File: config.mk
export PLATFORM = sky130hd
export DESIGN_NAME = corewin_redirect
export DESIGN_NICKNAME = d
export VERILOG_FILES = /design/src/rtl/corewin_pkg.sv /design/src/rtl/corewin_decode.sv /design/src/rtl/corewin_sel_bank.sv /design/src/rtl/corewin_out_stage.sv /design/src/rtl/corewin_redirect.sv
export SDC_FILE = /design/constraint.sdc
export NUM_CORES = 1
export LEC_CHECK = 0
export CORE_MARGIN = 2
export CORE_UTILIZATION = 54
export CTS_CLUSTER_DIAMETER = 200
export DETAILED_ROUTE_END_ITERATION = 12
export DONT_BUFFER_PORTS = 1
export GPL_ROUTABILITY_DRIVEN = 0
export PLACE_DENSITY_LB_ADDON = 0.12
export SLEW_MARGIN = 5
export SYNTH_ARGS = -nofsm -noshare
export SYNTH_HDL_FRONTEND = slang
export SYNTH_SLANG_ARGS = --single-unit
export TNS_END_PERCENT = 50
File: constraint.sdc
create_clock -name clk -period 3.2 [get_ports clk]
set_input_delay 0.32 -clock clk [delete_from_list [all_inputs] [get_ports clk]]
set_output_delay 0.32 -clock clk [all_outputs]
set_load 0.03 [all_outputs]
File: src/rtl/corewin_pkg.sv
package corewin_pkg;

   localparam int SPACE_W   = 15;   // 32 KiB register space
   localparam int OFS_W     = 13;   // 8 KiB per quarter
   localparam int REG_W     = 32;
   localparam int CLUSTER_W = 6;
   localparam int CORE_W    = 6;
   localparam int VP_W      = 3;
   localparam int KIND_W    = 2;
   localparam logic [CORE_W-1:0] MGR_CORE = CORE_W'(32);

   typedef enum logic [1:0] {
      RG_GLOBAL = 2'd0,
      RG_LOCAL  = 2'd1,
      RG_OTHER  = 2'd2,
      RG_SINK   = 2'd3
   } region_e;

   typedef struct packed {
      logic                 cl_en;
      logic                 gic_en;
      logic [KIND_W-1:0]    kind;
      logic [CLUSTER_W-1:0] cluster;
      logic [CORE_W-1:0]    core;
      logic [VP_W-1:0]      vp;
   } sel_t;

   typedef struct packed {
      logic [1:0]       region;
      logic [OFS_W-1:0] offset;
      sel_t             tgt;
      logic             to_mgr;
   } fwd_t;

   function automatic sel_t sel_from_word(input logic [REG_W-1:0] w);
      sel_t s;
      s.cl_en   = w[31];
      s.gic_en  = w[30];
      s.kind    = w[25:24];
      s.cluster = w[21:16];
      s.core    = w[13:8];
      s.vp      = w[2:0];
      return s;
   endfunction

   function automatic logic [REG_W-1:0] sel_to_word(input sel_t s);
      logic [REG_W-1:0] w;
      w         = '0;
      w[31]     = s.cl_en;
      w[30]     = s.gic_en;
      w[25:24]  = s.kind;
      w[21:16]  = s.cluster;
      w[13:8]   = s.core;
      w[2:0]    = s.vp;
      return w;
   endfunction

endpackage

File: src/rtl/corewin_decode.sv
module corewin_decode
   import corewin_pkg::*;
#(
   parameter int               ADDR_W  = 16,
   parameter logic [OFS_W-1:0] SEL_OFS = OFS_W'(12'h018)
) (
   input  logic [ADDR_W-1:0] addr,
   output region_e           region,
   output logic [OFS_W-1:0]  offset,
   output logic              is_sel
);

   logic above_space;

   generate
      if (ADDR_W > SPACE_W) begin : g_wide
         assign above_space = |addr[ADDR_W-1:SPACE_W];
      end else begin : g_exact
         assign above_space = 1'b0;
      end
   endgenerate

   always_comb begin
      offset = addr[OFS_W-1:0];
      if (above_space) begin
         region = RG_SINK;
      end else begin
         case (addr[SPACE_W-1:OFS_W])
            2'd0:    region = RG_GLOBAL;
            2'd1:    region = RG_LOCAL;
            2'd2:    region = RG_OTHER;
            default: region = RG_SINK;
         endcase
      end
      is_sel = (region == RG_LOCAL) && (offset == SEL_OFS);
   end

endmodule

File: src/rtl/corewin_sel_bank.sv
module corewin_sel_bank
   import corewin_pkg::*;
#(
   parameter int N_REQ = 4,
   parameter int ID_W  = 2
) (
   input  logic            clk,
   input  logic            rst_n,
   input  logic            wr_en,
   input  logic [ID_W-1:0] wr_id,
   input  sel_t            wr_sel,
   input  logic [ID_W-1:0] rd_id,
   output sel_t            rd_sel
);

   sel_t regs [N_REQ];

   always_ff @(posedge clk) begin
      for (int i = 0; i < N_REQ; i++) begin
         if (!rst_n)
            regs[i] <= '0;
         else if (wr_en && (wr_id == ID_W'(i)))
            regs[i] <= wr_sel;
      end
   end

   always_comb begin
      rd_sel = '0;
      for (int i = 0; i < N_REQ; i++) begin
         if (rd_id == ID_W'(i))
            rd_sel = regs[i];
      end
   end

endmodule

File: src/rtl/corewin_out_stage.sv
module corewin_out_stage
   import corewin_pkg::*;
#(
   parameter int DATA_W = 32,
   parameter int ID_W   = 2
) (
   input  logic              clk,
   input  logic              rst_n,
   input  logic              dn_v_d,
   input  logic              rsp_v_d,
   input  logic              write_d,
   input  logic [DATA_W-1:0] wdata_d,
   input  logic [ID_W-1:0]   id_d,
   input  fwd_t              fwd_d,
   input  logic [DATA_W-1:0] rdata_d,
   output logic              dn_v_q,
   output logic              rsp_v_q,
   output logic              write_q,
   output logic [DATA_W-1:0] wdata_q,
   output logic [ID_W-1:0]   id_q,
   output fwd_t              fwd_q,
   output logic [DATA_W-1:0] rdata_q
);

   always_ff @(posedge clk) begin
      if (!rst_n) begin
         dn_v_q  <= 1'b0;
         rsp_v_q <= 1'b0;
         write_q <= 1'b0;
         wdata_q <= '0;
         id_q    <= '0;
         fwd_q   <= '0;
         rdata_q <= '0;
      end else begin
         dn_v_q  <= dn_v_d;
         rsp_v_q <= rsp_v_d;
         write_q <= write_d;
         wdata_q <= wdata_d;
         id_q    <= id_d;
         fwd_q   <= fwd_d;
         rdata_q <= rdata_d;
      end
   end

endmodule

File: src/rtl/corewin_redirect.sv
module corewin_redirect
   import corewin_pkg::*;
#(
   parameter int               ADDR_W  = 16,
   parameter int               DATA_W  = 32,
   parameter int               N_REQ   = 4,
   parameter logic [OFS_W-1:0] SEL_OFS = OFS_W'(12'h018),
   localparam int              ID_W    = (N_REQ > 1) ? $clog2(N_REQ) : 1
) (
   input  logic                 clk,
   input  logic                 rst_n,
   input  logic                 req_valid,
   input  logic [ADDR_W-1:0]    req_addr,
   input  logic                 req_write,
   input  logic [DATA_W-1:0]    req_wdata,
   input  logic [ID_W-1:0]      req_id,
   output logic                 dn_valid,
   output logic                 dn_write,
   output logic [DATA_W-1:0]    dn_wdata,
   output logic [ID_W-1:0]      dn_req_id,
   output logic [1:0]           dn_region,
   output logic [OFS_W-1:0]     dn_offset,
   output logic [CLUSTER_W-1:0] dn_cluster,
   output logic [CORE_W-1:0]    dn_core,
   output logic [VP_W-1:0]      dn_vp,
   output logic [KIND_W-1:0]    dn_kind,
   output logic                 dn_to_mgr,
   output logic                 dn_cluster_en,
   output logic                 dn_gic_en,
   output logic                 rsp_valid,
   output logic [DATA_W-1:0]    rsp_rdata
);

   // elaboration-time parameter checks
   generate
      if (ADDR_W < SPACE_W) begin : g_bad_addr
         $error("corewin_redirect: ADDR_W must cover the 32 KiB space");
      end
      if (DATA_W < REG_W) begin : g_bad_data
         $error("corewin_redirect: DATA_W must hold a selector word");
      end
      if (N_REQ < 1) begin : g_bad_req
         $error("corewin_redirect: N_REQ must be at least 1");
      end
   endgenerate

   region_e          region;
   logic [OFS_W-1:0] offset;
   logic             is_sel;
   logic             id_ok;
   sel_t             own_sel;
   sel_t             tgt;
   fwd_t             fwd_d;
   fwd_t             fwd_q;
   logic             to_rsp;
   logic             sel_wr;
   logic [DATA_W-1:0] rdata_d;

   corewin_decode #(
      .ADDR_W (ADDR_W),
      .SEL_OFS(SEL_OFS)
   ) u_decode (
      .addr  (req_addr),
      .region(region),
      .offset(offset),
      .is_sel(is_sel)
   );

   // requester ids beyond N_REQ only exist when N_REQ is not a power of two
   generate
      if ((2 ** ID_W) > N_REQ) begin : g_partial_ids
         assign id_ok = (req_id < ID_W'(N_REQ));
      end else begin : g_full_ids
         assign id_ok = 1'b1;
      end
   endgenerate

   assign to_rsp = req_valid && ((region == RG_SINK) || is_sel);
   assign sel_wr = req_valid && is_sel && req_write && id_ok;

   corewin_sel_bank #(
      .N_REQ(N_REQ),
      .ID_W (ID_W)
   ) u_bank (
      .clk   (clk),
      .rst_n (rst_n),
      .wr_en (sel_wr),
      .wr_id (req_id),
      .wr_sel(sel_from_word(req_wdata[REG_W-1:0])),
      .rd_id (req_id),
      .rd_sel(own_sel)
   );

   always_comb begin
      tgt = '0;
      if (region == RG_OTHER) begin
         tgt = own_sel;
         if (!own_sel.cl_en)
            tgt.cluster = '0;
      end
      fwd_d.region = region;
      fwd_d.offset = offset;
      fwd_d.tgt    = tgt;
      fwd_d.to_mgr = (region == RG_OTHER) && (own_sel.core == MGR_CORE);

      rdata_d = '0;
      if (is_sel && !req_write && id_ok)
         rdata_d = DATA_W'(sel_to_word(own_sel));
   end

   corewin_out_stage #(
      .DATA_W(DATA_W),
      .ID_W  (ID_W)
   ) u_out (
      .clk    (clk),
      .rst_n  (rst_n),
      .dn_v_d (req_valid && !to_rsp),
      .rsp_v_d(to_rsp),
      .write_d(req_write),
      .wdata_d(req_wdata),
      .id_d   (req_id),
      .fwd_d  (fwd_d),
      .rdata_d(rdata_d),
      .dn_v_q (dn_valid),
      .rsp_v_q(rsp_valid),
      .write_q(dn_write),
      .wdata_q(dn_wdata),
      .id_q   (dn_req_id),
      .fwd_q  (fwd_q),
      .rdata_q(rsp_rdata)
   );

   assign dn_region     = fwd_q.region;
   assign dn_offset     = fwd_q.offset;
   assign dn_cluster    = fwd_q.tgt.cluster;
   assign dn_core       = fwd_q.tgt.core;
   assign dn_vp         = fwd_q.tgt.vp;
   assign dn_kind       = fwd_q.tgt.kind;
   assign dn_to_mgr     = fwd_q.to_mgr;
   assign dn_cluster_en = fwd_q.tgt.cl_en;
   assign dn_gic_en     = fwd_q.tgt.gic_en;

endmodule

==> impl_results.md <==
* Status: complete, no violations
* Worst-Skew Late Latency at 420 ps
* FF-to-FF path depth at 3
* Final antenna-violating net count at 0
* Critical path launch point type: input port
* DRT iter0 DRCs at 223
* Global-route congestion overflow total at 0
* Growth of design area from synthesis to finish at 9.519%
* Setup clock skew after layout at 9.377 ps
* Multiplexer fraction of the synthesized cell area at 7.401%
* Relative slew margins at 30.49%
* Global-route wire length before repair at 17620 um
* Period Utilization, post-route at 53.99%
* Worst hold path stage count at 1
* Routed length per instance at 19.55 um
* Startpoint of the lowest-slack hold path: req_wdata[6]
* Cell Int Power at 0.003418 W
* Routed WL at 11590 um
* Power Dens Cells at 678.2 nW/um^2
* Leakage component of the power at 2.434 nW
* Share of the synthesized netlist area taken by xor and xnor gates at 0%
* Starting density of the core at 55.65%
* Pre-antenna DRT Iters at 4
* Most common library cell in the layout ignoring fill and taps: sky130_fd_sc_hd__dfxtp_1
* Share of power burned in registers at 53.5%
* Clock Pin Slew Worst Setup and Hold Paths at 70 ps
* Max Fanout on Critical Path at 54
* Sequential cell area fraction in the yosys report at 67.43%
* Adder-cell share of the synthesized area at 0%
* Number of distinct library cell variants in the gate-level netlist after synthesis at 31
* Worst-margin pin slew at 1043 ps
* Gate family responsible for the most delay along the worst path: simple AND/OR/NAND/NOR gates
* Vias after detailed routing at 3279
* Setup violators final at 0
* Max Root-Sink Buffers at 2
* Share of cells above drive strength 1 at 16.11%
* Buf/Inv on CP at 1
* Nets at 494
* Core Region at 10940 um^2
* Cell Chain, Critical Path: nor4b_1 > nand4_1 > buf_4 > nor3_1
* Switching Share at 24.39%
* Comb power frac at 4.1%
* Arrival time reported for the critical path endpoint at 1980 ps
* Final total negative setup slack at 0 ps
* Depth of the critical timing path with buffers and inverters included at 4
* Crit Path Class: input port to flip-flop
* Area of the multi-input gates at 1628 um^2
* Avg Inst Size Synth at 13.83 um^2
* # hold bufs at CTS at 3
* Final worst path period need at 1728 ps
* Ant diodes at 0
* Required time reported for the critical path endpoint at 3450 ps
* RR Startpoint: u_bank.regs[1][5]
* Synth top area share at 37.50%
* Port Buffer Count at 0
* Part of the total power dissipated in the clock network at 42.3%
* Post-synthesis register bit count at 167
* Largest cells by area after synthesis: sky130_fd_sc_hd__edfxtp_1 38%, sky130_fd_sc_hd__dfxtp_1 30%, sky130_fd_sc_hd__nor3_1 6.3%
* FMAX at 0.5789 GHz
* Simple-gate share of the synthesized area at 17.68%
* Worst Setup Slack, final at 1472 ps
* Number of CTS-inserted buffers at 17
* Clock root buffer master: sky130_fd_sc_hd__clkbuf_16
* All-Layer GR Usage at 20.26%
* Fill cell instance count of the final layout at 878
* Path type of the worst min-delay path: input port to flip-flop
* Pin count of the biggest net entering global routing at 55
* # resized after CTS at 0
* Kind of end point of the critical path: flip-flop
* Number of global-route vias before repair at 3295
* Switching power summed over all nets at 0.001103 W
* Dominant combinational cell family by area after synthesis: simple AND/OR/NAND/NOR gates
* Half-perimeter wire length after detailed placement at 7012 um
* Die area at 12140 um^2
* Number of hold violations in the final report at 0
* Synth Area in Compound Gates at 0.7401%
* Max Cap Viol at 0
* Critical Path Source: req_addr[11]
* Placed Instances at 557
* Worst slack after detailed placement at 1055 ps
* Final-report max-slew violation count at 0
* Detail-routed via count per cell at 5.530
* Antenna violations before repair at 0
* I/O pin count at 158
* RSZ-0062 raised after global routing: no
* Site row count at 38
* Commonest cells after routing, fill and taps aside: 91 x sky130_fd_sc_hd__dfxtp_1, 77 x sky130_fd_sc_hd__nor3_1, 76 x sky130_fd_sc_hd__edfxtp_1, 42 x sky130_fd_sc_hd__and2_1, 20 x sky130_fd_sc_hd__nand2_1
* Combined flip-flop and latch cell area at 4104 um^2
* Slowest stage delay, CP at 510 ps
* Worst IR drop on VDD at 0.4279 mV
* Total of warnings raised by yosys at 0
* Number of standard cells in the final layout excluding fillers at 593
* Clock tree from TritonCTS: yes
* Number of levels in the clock H-tree at 4
* Drt drc at 0
* Synth Cell Area at 6086 um^2
* Number of instances in the synthesized netlist at 440
* Die span in x at 110.2 um
* Cell taking the most area after synthesis: sky130_fd_sc_hd__edfxtp_1
* Count of buffers added by post-CTS timing repair for setup at 0
* Vert. Die Dim at 110.2 um
* Cell with the largest stage delay on the worst path: sky130_fd_sc_hd__nand4_1
* # clock sinks at 167
-- state kept, by name, summed over array words and instances (netlist names) --
name and cells:
u_out.rsp_v_q 1, u_out.id_q 2, u_out.wdata_q 32, u_bank.regs 76
u_out.dn_v_q 1, u_out.write_q 1, u_out.rdata_q 19, u_out.fwd_q 35
-- power by group through the flow --
stage | Sequential (W) | Clock, W | Combinational (W)
after floorplan | 0.00246 | 0 | 0.000173
after detailed placement | 0.00247 | 0 | 0.000185
after global placement | 0.00247 | 0 | 0.000181
after CTS | 0.00242 | 0.00194 | 0.000188
after global routing | 0.00243 | 0.00203 | 0.000204
final | 0.00242 | 0.00191 | 0.000187
-- synthesized netlist by cell type --
cell / count
sky130_fd_sc_hd__nor2_1: 2
sky130_fd_sc_hd__buf_1: 1
sky130_fd_sc_hd__mux4_2: 13
sky130_fd_sc_hd__mux4_1: 6
sky130_fd_sc_hd__and2_1: 42
sky130_fd_sc_hd__nand4b_1: 2
sky130_fd_sc_hd__nor3_1: 77
sky130_fd_sc_hd__and3b_1: 1
sky130_fd_sc_hd__nor3b_2: 13
sky130_fd_sc_hd__and3_1: 7
sky130_fd_sc_hd__inv_1: 19
sky130_fd_sc_hd__nor4b_1: 1
sky130_fd_sc_hd__buf_12: 1
sky130_fd_sc_hd__dfxtp_1: 91
sky130_fd_sc_hd__edfxtp_1: 76
sky130_fd_sc_hd__nor4_1: 2
sky130_fd_sc_hd__and4bb_2: 1
sky130_fd_sc_hd__o21a_1: 2
sky130_fd_sc_hd__nand2b_1: 1
sky130_fd_sc_hd__o21ai_0: 4
sky130_fd_sc_hd__buf_4: 14
sky130_fd_sc_hd__conb_1: 1
sky130_fd_sc_hd__clkbuf_1: 9
sky130_fd_sc_hd__nor4bb_1: 1
sky130_fd_sc_hd__nand3_1: 1
sky130_fd_sc_hd__nand2_1: 20
sky130_fd_sc_hd__buf_6: 10
sky130_fd_sc_hd__nand4_1: 2
sky130_fd_sc_hd__a21oi_1: 2
sky130_fd_sc_hd__nor3b_1: 6
sky130_fd_sc_hd__buf_2: 12
-- kinds of logic (layout without fill, tap and decap cells) --
| logic type | count (synthesis) | in the layout |
|---|---|---|
| AND/OR/NAND/NOR | 179 | 179 |
| flip-flops | 167 | 167 |
| buffers and inverters | 66 | 67 |
| multiplexers | 19 | 19 |
| AO/OA/AOI/OAI | 8 | 8 |
| other | 1 | 13 |
-- worst register-to-register path: stages, from the launching register on --
cell and delay, ps:
sky130_fd_sc_hd__edfxtp_1 370, sky130_fd_sc_hd__mux4_1 590, sky130_fd_sc_hd__nor3_1 150, sky130_fd_sc_hd__and3_1 160
-- routing by layer --
layer / up-vias / track usage [%] / routed length, um
met5: - / 0 / 0
met4: 0 / 6.429 / 134
met3: 16 / 8.348 / 894
met2: 149 / 30.59 / 5411
met1: 1578 / 26.81 / 5151
li1: 1536 / - / -
-- final cells by class --
class	count	area share, %
Timing Repair Buffer	16	1.952
Tap cell	140	2.628
Multi-Input combinational cell	219	24.42
Clock inverter	15	1.971
Sequential cell	167	61.57
Inverter	19	1.070
Clock buffer	17	6.383
-- through the flow --
| stage | hold WS (ps) | instance area [um^2] | power, W | util (%) |
|---|---|---|---|---|
| final | 15.75 | 6665 | 0.004520 | 60.95 |
| after global routing | 0.9270 | 6665 | 0.004663 | 60.95 |
| after CTS | 1.064 | 6655 | 0.004554 | 60.86 |
| after detailed placement | 436.4 | 6068 | 0.002652 | 55.49 |
| after global placement | 432.9 | 6068 | 0.002648 | 55.49 |
| after floorplan | 430.2 | 6131 | 0.002631 | - |
-- worst paths after layout --
check,endpoint,slack [ps]
setup / recovery,u_bank.regs[3][10],1470
hold / removal,u_out.wdata_q[6],20
setup reg to reg,u_out.fwd_q[0],1870
hold reg to reg,u_out.fwd_q[1],680
No activity file was read; power rests on OpenSTA's default activity.
